--- src/rtl/i2cm_pkg.sv ---
`timescale 1ns/1ps
package i2cm_pkg;

  typedef enum logic [1:0] {PH_IDLE, PH_START, PH_XFER, PH_STOP} phase_t;

  // Address byte for header slot 0 or 1 of a transfer
  function automatic logic [7:0] hdr_byte(input logic [9:0] a, input logic ten,
                                          input logic rw, input logic second);
    if (!ten)        return {a[6:0], rw};
    else if (!second) return {5'b11110, a[9:8], rw};
    else             return a[7:0];
  endfunction

endpackage

--- src/rtl/i2cm_qtr_tick.sv ---
`timescale 1ns/1ps
module i2cm_qtr_tick #(
  parameter int QTR_STD  = 250,
  parameter int QTR_FAST = 63
) (
  input  logic clk,
  input  logic rst_n,
  input  logic run,
  input  logic fast,
  output logic tick
);
  localparam int QMAX = (QTR_STD > QTR_FAST) ? QTR_STD : QTR_FAST;
  localparam int CW   = $clog2(QMAX + 1);

  function automatic logic [CW-1:0] qtr_last(input logic f);
    return f ? CW'(QTR_FAST - 1) : CW'(QTR_STD - 1);
  endfunction

  logic [CW-1:0] cnt;

  assign tick = run && (cnt == qtr_last(fast));

  always_ff @(posedge clk or negedge rst_n) begin
    if (!rst_n)     cnt <= '0;
    else if (!run)  cnt <= '0;
    else if (tick)  cnt <= '0;
    else            cnt <= cnt + CW'(1);
  end
endmodule

--- src/rtl/i2cm_engine.sv ---
`timescale 1ns/1ps
module i2cm_engine
  import i2cm_pkg::*;
#(
  parameter int BUF_BYTES = 4,
  localparam int CW = $clog2(BUF_BYTES),
  localparam int IW = $clog2(BUF_BYTES + 2),
  localparam int BW = 8 * BUF_BYTES
) (
  input  logic          clk,
  input  logic          rst_n,
  input  logic          start,
  input  logic          abort,
  input  logic [9:0]    addr,
  input  logic          ten,
  input  logic          rd,
  input  logic [CW-1:0] cnt_m1,
  input  logic [BW-1:0] tx_buf,
  input  logic          tick,
  input  logic          sda_in,
  output logic          busy,
  output logic          scl_drv,
  output logic          sda_drv,
  output logic [BW-1:0] rx_buf,
  output logic          irq,
  output logic          nack_err,
  output logic          arb_lost,
  output logic          ev_arb,
  output logic          ev_nack,
  output logic          in_xfer,
  output logic          ack_slot
);
  phase_t        ph;
  logic [1:0]    q;
  logic [3:0]    bit_i;
  logic [IW-1:0] bidx, last_r;
  logic [CW-1:0] dcnt;
  logic [9:0]    a_r;
  logic          ten_r, rd_r;
  logic [BW-1:0] txb_r;
  logic [7:0]    shreg;

  logic       is_hdr, is_rdata, last, tx_bit, ev_sample;
  logic [7:0] cur_byte;

  assign is_hdr   = (bidx == '0) || (ten_r && bidx == IW'(1));
  assign is_rdata = rd_r && !is_hdr;
  assign last     = (bidx == last_r);
  assign cur_byte = is_hdr ? hdr_byte(a_r, ten_r, rd_r, bidx == IW'(1))
                           : txb_r[{dcnt, 3'b000} +: 8];
  assign tx_bit   = cur_byte[3'd7 - bit_i[2:0]];

  assign busy      = (ph != PH_IDLE);
  assign in_xfer   = (ph == PH_XFER);
  assign ack_slot  = in_xfer && (bit_i == 4'd8);
  assign ev_sample = tick && in_xfer && (q == 2'd1);
  assign ev_nack   = ev_sample && ack_slot && !is_rdata && sda_in;
  assign ev_arb    = ev_sample && !ack_slot && !is_rdata && tx_bit && !sda_in;

  always_comb begin
    scl_drv = 1'b0;
    sda_drv = 1'b0;
    case (ph)
      PH_START: begin
        sda_drv = q[1];
        scl_drv = (q == 2'd3);
      end
      PH_XFER: begin
        scl_drv = (q == 2'd0) || (q == 2'd3);
        if (ack_slot) sda_drv = is_rdata && !last;
        else          sda_drv = !is_rdata && !tx_bit;
      end
      PH_STOP: begin
        scl_drv = (q == 2'd0);
        sda_drv = (q < 2'd2);
      end
      default: ;
    endcase
  end

  always_ff @(posedge clk or negedge rst_n) begin
    if (!rst_n) begin
      ph <= PH_IDLE; q <= '0; bit_i <= '0; bidx <= '0; last_r <= '0; dcnt <= '0;
      a_r <= '0; ten_r <= 1'b0; rd_r <= 1'b0; txb_r <= '0; shreg <= '0;
      rx_buf <= '0; irq <= 1'b0; nack_err <= 1'b0; arb_lost <= 1'b0;
    end else if (abort) begin
      ph <= PH_IDLE; irq <= 1'b0; nack_err <= 1'b0; arb_lost <= 1'b0;
    end else begin
      case (ph)
        PH_IDLE: if (start) begin
          ph <= PH_START; q <= '0; bit_i <= '0; bidx <= '0; dcnt <= '0;
          a_r <= addr; ten_r <= ten; rd_r <= rd; txb_r <= tx_buf;
          last_r <= IW'(cnt_m1) + (ten ? IW'(2) : IW'(1));
          irq <= 1'b0; nack_err <= 1'b0; arb_lost <= 1'b0;
        end
        PH_START: if (tick) begin
          q <= q + 2'd1;
          if (q == 2'd3) ph <= PH_XFER;
        end
        PH_XFER: if (tick) begin
          q <= q + 2'd1;
          if (ev_arb) begin
            ph <= PH_IDLE; arb_lost <= 1'b1; irq <= 1'b1;
          end else if (ev_nack) begin
            nack_err <= 1'b1;
          end else if (ev_sample && is_rdata) begin
            if (ack_slot) rx_buf[{dcnt, 3'b000} +: 8] <= shreg;
            else          shreg <= {shreg[6:0], sda_in};
          end
          if (q == 2'd3) begin
            if (ack_slot) begin
              if (nack_err || last) ph <= PH_STOP;
              else begin
                bidx  <= bidx + IW'(1);
                bit_i <= '0;
                if (!is_hdr) dcnt <= dcnt + CW'(1);
              end
            end else begin
              bit_i <= bit_i + 4'd1;
            end
          end
        end
        PH_STOP: if (tick) begin
          q <= q + 2'd1;
          if (q == 2'd3) begin
            ph <= PH_IDLE; irq <= 1'b1;
          end
        end
        default: ph <= PH_IDLE;
      endcase
    end
  end
endmodule

--- src/rtl/i2c_byte_master.sv ---
`timescale 1ns/1ps
module i2c_byte_master #(
  parameter int BUF_BYTES = 4,
  parameter int QTR_STD   = 250,
  parameter int QTR_FAST  = 63,
  localparam int CW = $clog2(BUF_BYTES),
  localparam int BW = 8 * BUF_BYTES
) (
  input  logic          clk,
  input  logic          rst_n,
  input  logic          start_i,
  input  logic          abort_i,
  input  logic [9:0]    addr_i,
  input  logic          addr10_i,
  input  logic          read_i,
  input  logic          fast_i,
  input  logic [CW-1:0] count_i,
  input  logic [BW-1:0] tx_buf_i,
  input  logic          sda_i,
  output logic          scl_low_o,
  output logic          sda_low_o,
  output logic [BW-1:0] rx_buf_o,
  output logic          busy_o,
  output logic          irq_o,
  output logic          nack_o,
  output logic          arb_lost_o
);
  logic tick, ev_arb, ev_nack, in_xfer, ack_slot;

  i2cm_qtr_tick #(.QTR_STD(QTR_STD), .QTR_FAST(QTR_FAST)) u_tick (
    .clk(clk), .rst_n(rst_n), .run(busy_o), .fast(fast_i), .tick(tick)
  );

  i2cm_engine #(.BUF_BYTES(BUF_BYTES)) u_eng (
    .clk(clk), .rst_n(rst_n), .start(start_i), .abort(abort_i),
    .addr(addr_i), .ten(addr10_i), .rd(read_i), .cnt_m1(count_i),
    .tx_buf(tx_buf_i), .tick(tick), .sda_in(sda_i),
    .busy(busy_o), .scl_drv(scl_low_o), .sda_drv(sda_low_o),
    .rx_buf(rx_buf_o), .irq(irq_o), .nack_err(nack_o), .arb_lost(arb_lost_o),
    .ev_arb(ev_arb), .ev_nack(ev_nack), .in_xfer(in_xfer), .ack_slot(ack_slot)
  );
endmodule

--- config.mk ---
export PLATFORM = sky130hd
export DESIGN_NAME = i2c_byte_master
export DESIGN_NICKNAME = d
export VERILOG_FILES = /design/src/rtl/i2cm_pkg.sv /design/src/rtl/i2cm_qtr_tick.sv /design/src/rtl/i2cm_engine.sv /design/src/rtl/i2c_byte_master.sv
export SDC_FILE = /design/constraint.sdc
export NUM_CORES = 1
export LEC_CHECK = 0
export ABC_AREA = 0
export BUFFER_PORTS_ARGS = -buffer_cell sky130_fd_sc_hd__clkbuf_2
export CORE_ASPECT_RATIO = 0.6
export CORE_UTILIZATION = 30
export CTS_CLUSTER_SIZE = 10
export DETAILED_ROUTE_END_ITERATION = 6
export SLEW_MARGIN = 5
export SYNTH_ARGS = -nofsm -noshare
export SYNTH_HDL_FRONTEND = slang
export SYNTH_SLANG_ARGS = --single-unit
--- constraint.sdc ---
create_clock -name clk -period 2.85 [get_ports clk]
set_input_delay 0.57 -clock clk [delete_from_list [all_inputs] [get_ports clk]]
set_output_delay 0.57 -clock clk [all_outputs]
set_load 0.02 [all_outputs]
==> impl_metrics.py, run 1 <==
metrics = {
    "status": {
        "status": "finished, violations left",
        "violated_checks": "setup timing",
    },
    "floorplanning": {
        "fp.dieW_um": 175,
        "initial_utilization": 0.310,
        "i_o_pins": 90,
        "chipHeight_um": 106,
        "die-area_mm2": 0.0185,
        "std_cell_rows": 37,
        "coreArea_mm2": 0.0174,
    },
    "pwr": {
        "power.density_cell_area_mw_per_mm2": 547,
        "p_leak_nw": 2.96,
        "total_chip_power_w": 0.00366,
        "worst_ir_drop_vdd_v": 0.000284,
    },
    "logic_synthesis": {
        "synth.cell_area_mm2": 0.00539,
        "synth_sequential_area_ratio": 0.515,
        "synth_warnings": 0,
        "synthDominantCellAreaShare": 0.515,
        "synth_cell_types": 55,
        "postSynthNetCount": 558,
        "post_synthesis_cells": 490,
        "synth-edff-count": 0,
        "synth_register_bits": 111,
        "synth-async-reset-ratio": 1.00,
        "synth_top_cells_by_area": "sky130_fd_sc_hd__dfrtp_1 52%, sky130_fd_sc_hd__mux2_2 11%, sky130_fd_sc_hd__nand2_1 6.5%",
        "post_synth.cell_area_avg_um2": 11.0,
        "yosys.area.top_type": "sky130_fd_sc_hd__dfrtp_1",
        "synthFlopType": "sky130_fd_sc_hd__dfrtp_1",
    },
    "grt": {
        "global_route.usage.total": 0.154,
        "grt_antenna_before_repair": 0,
        "grt_first_pass_wirelength_um": 22300,
        "number_of_global_route_vias_before_repair": 4147,
        "grt_start_max_net_pins": 58,
        "overflow": 0,
    },
    "timing": {
        "max_slew.worst_pin.slew_ps": 744,
        "slew-limit-headroom": 0.504,
        "period_needed_ps": 3120,
        "setup_viol_count_final": 1,
        "finalCritPeriodShare": 1.09,
        "rsz_0062_raised_after_global_routing": "true",
        "max_slew_violation_count": 0,
        "max_freq_mhz": 321,
        "fin_ws_ps": -269,
        "final.setup_skew_ps": 9.93,
        "hold_violations": 0,
        "setup_total_negative_slack_ps": -269,
    },
    "finish": {
        "finish.utilization": 0.385,
        "antenna_fix_cells": 0,
        "layout.cells.most_common_list": "110 x sky130_fd_sc_hd__dfrtp_1, 94 x sky130_fd_sc_hd__nand2_1, 87 x sky130_fd_sc_hd__clkbuf_2",
        "num-nets-final": 667,
        "final_layout_size_suffix_gt1_frac": 0.366,
        "nFillCells": 1688,
        "syn_to_final_growth_pct": 24.1,
        "final_common_cell": "sky130_fd_sc_hd__dfrtp_1",
    },
    "detailed_routing": {
        "via_total_after_detailed_routing": 4061,
        "dr.first_iter.drc_count": 331,
        "drt-total-wl_um": 13200,
        "avgViaCountPerCell": 4.85,
        "remaining_drc_errors": 0,
        "wl_per_cell_um": 15.8,
        "ant_nets": 0,
        "first_pass_iters": 4,
    },
    "worst_setup_path": {
        "crit_end_category": "primary output",
        "timing.setup.critical_path_class": "flip-flop to primary output",
        "critical_path.slowest_cell": "sky130_fd_sc_hd__dfrtp_1",
        "path_cells": "ha_4, buf_6, buf_4, nand2_1, and4_1, a2111oi_2, or4_1, a31oi_2, o21ai_2, clkbuf_8",
        "critical_path.max_fanout": 4,
        "worst_setup_path_start_kind": "flip-flop",
        "critical_path.max_stage_delay_ps": 430,
        "required_ps": 2280,
        "cp.arrival_ps": 2550,
    },
    "placed_design": {
        "post-place-ws_ps": -121,
        "gp_congestion": 0.954,
        "detailedPlacementHpwl_um": 10000,
        "port_buffers": 89,
    },
    "clock_tree": {
        "clock_path_buffers": 2,
        "number_of_h_tree_levels": 3,
        "numClockSinks": 111,
        "clk_pin_slew_ps": 80,
        "tritoncts.num_buffers": 9,
        "clock_tree_from_tritoncts": "built",
        "cts-hold-fix-buffers": 0,
        "clk-insertion-delay-late_ps": 350,
        "clk_root_buffer_cell": "sky130_fd_sc_hd__clkbuf_16",
    },
    "run": {
        "max_cap_violations": 0,
    },
    "hold_path": {
        "hp-class": "input pin to asynchronous set/reset pin",
    },
}
-- cells by family (layout without fill, tap and decap cells) --
| logic type | count (synthesis) | count (layout) | synth area share |
|---|---|---|---|
| simple gates | 162 | 162 | 0.143 |
| flops | 111 | 111 | 0.515 |
| compound gates | 86 | 86 | 0.101 |
| mux | 66 | 66 | 0.153 |
| buf+inv | 37 | 151 | 0.0293 |
| fa+ha+maj | 16 | 16 | 0.0385 |
| xor+xnor | 12 | 12 | 0.0195 |
-- worst max-delay path: cells and delay by family (launching register included) --
family                   cells  cell delay [ps]
AO/OA/AOI/OAI                3              410
adder cells (fa/ha/maj)      1              200
buffers and inverters        3              410
flip-flops                   1              430
AND/OR/NAND/NOR              3              760
-- stage by stage --
stage | hold WS, ps | std cells | cell area (um^2)
final | 286 | 838 | 6690
after global routing | 335 | 838 | 6690
after CTS | 313 | 838 | 6680
after detailed placement | 472 | 817 | 6250
after global placement | 465 | 817 | 6250
after floorplan | 274 | 490 | 5390
-- worst paths after layout --
kind                                   from                to  slack (ps)  cells past startpoint
max                           u_eng.bidx[0]         sda_low_o        -270                     10
min                                   rst_n     u_tick.cnt[5]         290                      1
min in group clk                  addr_i[0]      u_eng.a_r[0]         440                      3
max reg2reg                   u_eng.bidx[0]       u_eng.ph[1]         220                     12
max in group asynchronous             rst_n     u_eng.dcnt[0]        1780                      2
min reg2reg                u_eng.rx_buf[16]  u_eng.rx_buf[16]         480                      2
-- registers in the layout, indices dropped and copies added, names as in the netlist --
register,count
u_eng.irq,1
u_tick.cnt,8
u_eng.last_r,3
u_eng.nack_err,1
u_eng.ten_r,1
u_eng.shreg,8
u_eng.ph,2
u_eng.q,2
u_eng.arb_lost,1
u_eng.rx_buf,32
u_eng.dcnt,2
u_eng.a_r,10
u_eng.rd_r,1
u_eng.bidx,3
u_eng.txb_r,32
u_eng.bit_i,4
-- per-layer routing --
metal,part of all wire,track usage,up-vias,wire [um]
met1,0.53,0.237,1980,7020
li1,-,-,1938,-
met5,0,0,-,0
met4,0.012,0.0379,0,153
met3,0.062,0.0418,19,815
met2,0.40,0.209,124,5230
-- cell type report --
| cell class | count | area (um^2) | share of cell area |
|---|---|---|---|
| tap | 234 | 293 | 0.0438 |
| clock inverter | 6 | 68.8 | 0.0103 |
| multi-input combinational | 342 | 2550 | 0.381 |
| inverter | 17 | 63.8 | 0.00954 |
| sequential | 111 | 2780 | 0.416 |
| timing repair buffer | 118 | 707 | 0.106 |
| clock buffer | 10 | 229 | 0.0342 |
-- synth_stat cells (all sizes together), types with 2 or more instances --
library cell	n
nand4b	2
buf	13
mux4	8
xor2	5
mux2	53
a31oi	4
dfrtp	111
nor2	22
mux2i	5
nor2b	2
xnor2	7
nor3	4
a21oi	7
nand3b	4
o21ai	48
o21a	2
and2	2
nand2b	2
ha	15
a221o	2
nor3b	5
nand3	9
a2111oi	4
a211oi	2
and3	2
o22ai	2
or2	3
nand2	95
nand4	2
o221a	2
clkbuf	7
a221oi	2
a211o	2
inv	17
nor4	3
or3	2
-- power by group --
group | total [W] | internal (W) | switching (W)
Combinational | 0.000509 | 0.000289 | 0.000220
Clock | 0.00127 | 0.000688 | 0.000584
Sequential | 0.00188 | 0.00174 | 0.000134
-- timing repair --
| action | in CTS | in global routing |
|---|---|---|
| buffers inserted | 5 | 0 |
| pin swaps | 5 | 1 |
| setup endpoints to repair | 1 | 1 |
| gates resized for setup | 21 | 3 |
Note: power is estimated with default switching activity, not from simulation.
==> inputs of run 2 (changes only) <==
Clock period 2.85 ns to 3.1 ns, I/O delays scaled along.
==> impl_metrics.py, run 2 (same netlist as run 1, synthesis figures left out) <==
metrics = {
    "worst_setup_path": {
        "critical_path.max_stage_delay_ps": 390,
        "cp.arrival_ps": 2500,
        "crit_end_category": "primary output",
        "worst_setup_path_start_kind": "flip-flop",
        "critical_path_buf_inv_count": 2,
        "r2r_start": "u_tick.cnt[1]",
        "path_cells": "inv_2, ha_4, nor2b_2, mux2_2, a2111oi_2, or4_1, a31oi_2, o21ai_1, buf_4",
        "startpoint": "u_eng.bidx[1]",
        "timing.setup.critical_path_class": "flip-flop to primary output",
        "cpLargestDelayFamily": "compound AO/OA/AOI/OAI gates",
        "critical_path.slowest_cell": "sky130_fd_sc_hd__dfrtp_1",
        "required_ps": 2480,
        "critical_path.max_fanout": 4,
    },
    "timing": {
        "fin_ws_ps": -22.5,
        "max_slew.worst_pin.slew_ps": 738,
        "max_freq_mhz": 320,
        "hold_violations": 0,
        "period_needed_ps": 3120,
        "setup_total_negative_slack_ps": -22.5,
        "setup_viol_count_final": 1,
        "rsz_0062_raised_after_global_routing": "true",
        "slew-limit-headroom": 0.508,
        "final.setup_skew_ps": 9.50,
        "finalCritPeriodShare": 1.01,
        "max_slew_violation_count": 0,
    },
    "detailed_routing": {
        "avgViaCountPerCell": 4.83,
        "wl_per_cell_um": 15.9,
        "remaining_drc_errors": 0,
        "ant_nets": 0,
        "via_total_after_detailed_routing": 4011,
        "first_pass_iters": 5,
        "dr.first_iter.drc_count": 246,
        "drt-total-wl_um": 13200,
    },
    "grt": {
        "global_route.usage.total": 0.151,
        "grt_start_max_net_pins": 57,
        "overflow": 0,
        "number_of_global_route_vias_before_repair": 4092,
        "grt_first_pass_wirelength_um": 21800,
        "grt_antenna_before_repair": 0,
    },
    "finish": {
        "nFillCells": 1738,
        "final_cell_area_mm2": 0.00656,
        "final_common_cell": "sky130_fd_sc_hd__dfrtp_1",
        "layout.cells.most_common_list": "109 x sky130_fd_sc_hd__dfrtp_1, 94 x sky130_fd_sc_hd__nand2_1, 87 x sky130_fd_sc_hd__clkbuf_2",
        "largest_registers": "u_eng.rx_buf: 32 flops, u_eng.txb_r: 32 flops, u_eng.a_r: 10 flops",
        "syn_to_final_growth_pct": 21.7,
        "num-nets-final": 660,
        "final_layout_size_suffix_gt1_frac": 0.354,
        "finish.utilization": 0.378,
        "antenna_fix_cells": 0,
        "multiInputGateArea_mm2": 0.00252,
        "area.sequential_mm2": 0.00278,
    },
    "floorplanning": {
        "std_cell_rows": 37,
        "initial_utilization": 0.310,
        "fp.dieW_um": 175,
        "die-area_mm2": 0.0185,
        "coreArea_mm2": 0.0174,
        "i_o_pins": 90,
        "chipHeight_um": 106,
    },
    "status": {
        "status": "finished, violations left",
        "violated_checks": "setup timing",
    },
    "placed_design": {
        "gp_congestion": 0.848,
        "detailedPlacementHpwl_um": 9900,
        "port_buffers": 89,
        "placement.cell_area_mm2": 0.00618,
    },
    "clock_tree": {
        "clk_pin_slew_ps": 70,
        "clk_root_buffer_cell": "sky130_fd_sc_hd__clkbuf_16",
        "clock_tree_from_tritoncts": "built",
        "clk-insertion-delay-late_ps": 350,
        "tritoncts.num_buffers": 9,
        "number_of_h_tree_levels": 3,
        "clock_path_buffers": 2,
        "numClockSinks": 111,
        "cts-hold-fix-buffers": 0,
    },
    "run": {
        "max_cap_violations": 0,
    },
    "pwr": {
        "p_leak_nw": 2.90,
        "power.density_cell_area_mw_per_mm2": 499,
        "worst_ir_drop_vdd_v": 0.000237,
    },
    "hold_path": {
        "hp-class": "input pin to asynchronous set/reset pin",
    },
}
run 2: per-layer routing:
metal,part of all wire,wire length [um],track usage
met4,0.0073,96,0.0298
met1,0.52,6900,0.232
met2,0.41,5400,0.213
met5,0,0,0
met3,0.058,767,0.0335
run 2: worst paths after layout:
kind / slack (ps) / depth (start not counted) / end
max: -20 / 9 / sda_low_o
min: 300 / 1 / u_tick.cnt[6]
max reg2reg: 470 / 7 / u_eng.rx_buf[14]
min reg2reg: 490 / 2 / u_eng.rx_buf[21]
max in group asynchronous: 1990 / 2 / u_eng.dcnt[0]
min in group clk: 470 / 3 / u_eng.a_r[0]
run 2: power breakdown:
group          internal (W)  switching [W]
Combinational      0.000257       0.000195
Clock              0.000572       0.000537
Sequential          0.00160       0.000108
Total               0.00243       0.000840
run 2: area by class of cell:
class | instances | area share
flip-flops and latches | 111 | 0.424
multi-input cells | 342 | 0.385
repair buffers | 111 | 0.0944
well taps | 234 | 0.0446
clock buffers | 10 | 0.0364
inverters | 17 | 0.00973
clock inverters | 5 | 0.00648
run 2: repair_timing:
item                                   CTS  global route
cloned                                   0             0
endpoints found under the hold margin    0             0
setup buffers                            4             0
resized for setup                       19             1
setup endpoints to repair                1             1
pin swaps                                3             0
run 2: through the flow:
stage,setup WS (ps),instances,hold WS [ps],power [W]
4_1_cts,-40.1,830,340,0.00331
6_report,-22.5,830,304,0.00327
2_1_floorplan,12.9,490,324,0.00200
3_5_place_dp,42.5,811,477,0.00218
5_1_grt,-199,830,358,0.00344
3_3_place_gp,119,811,466,0.00216
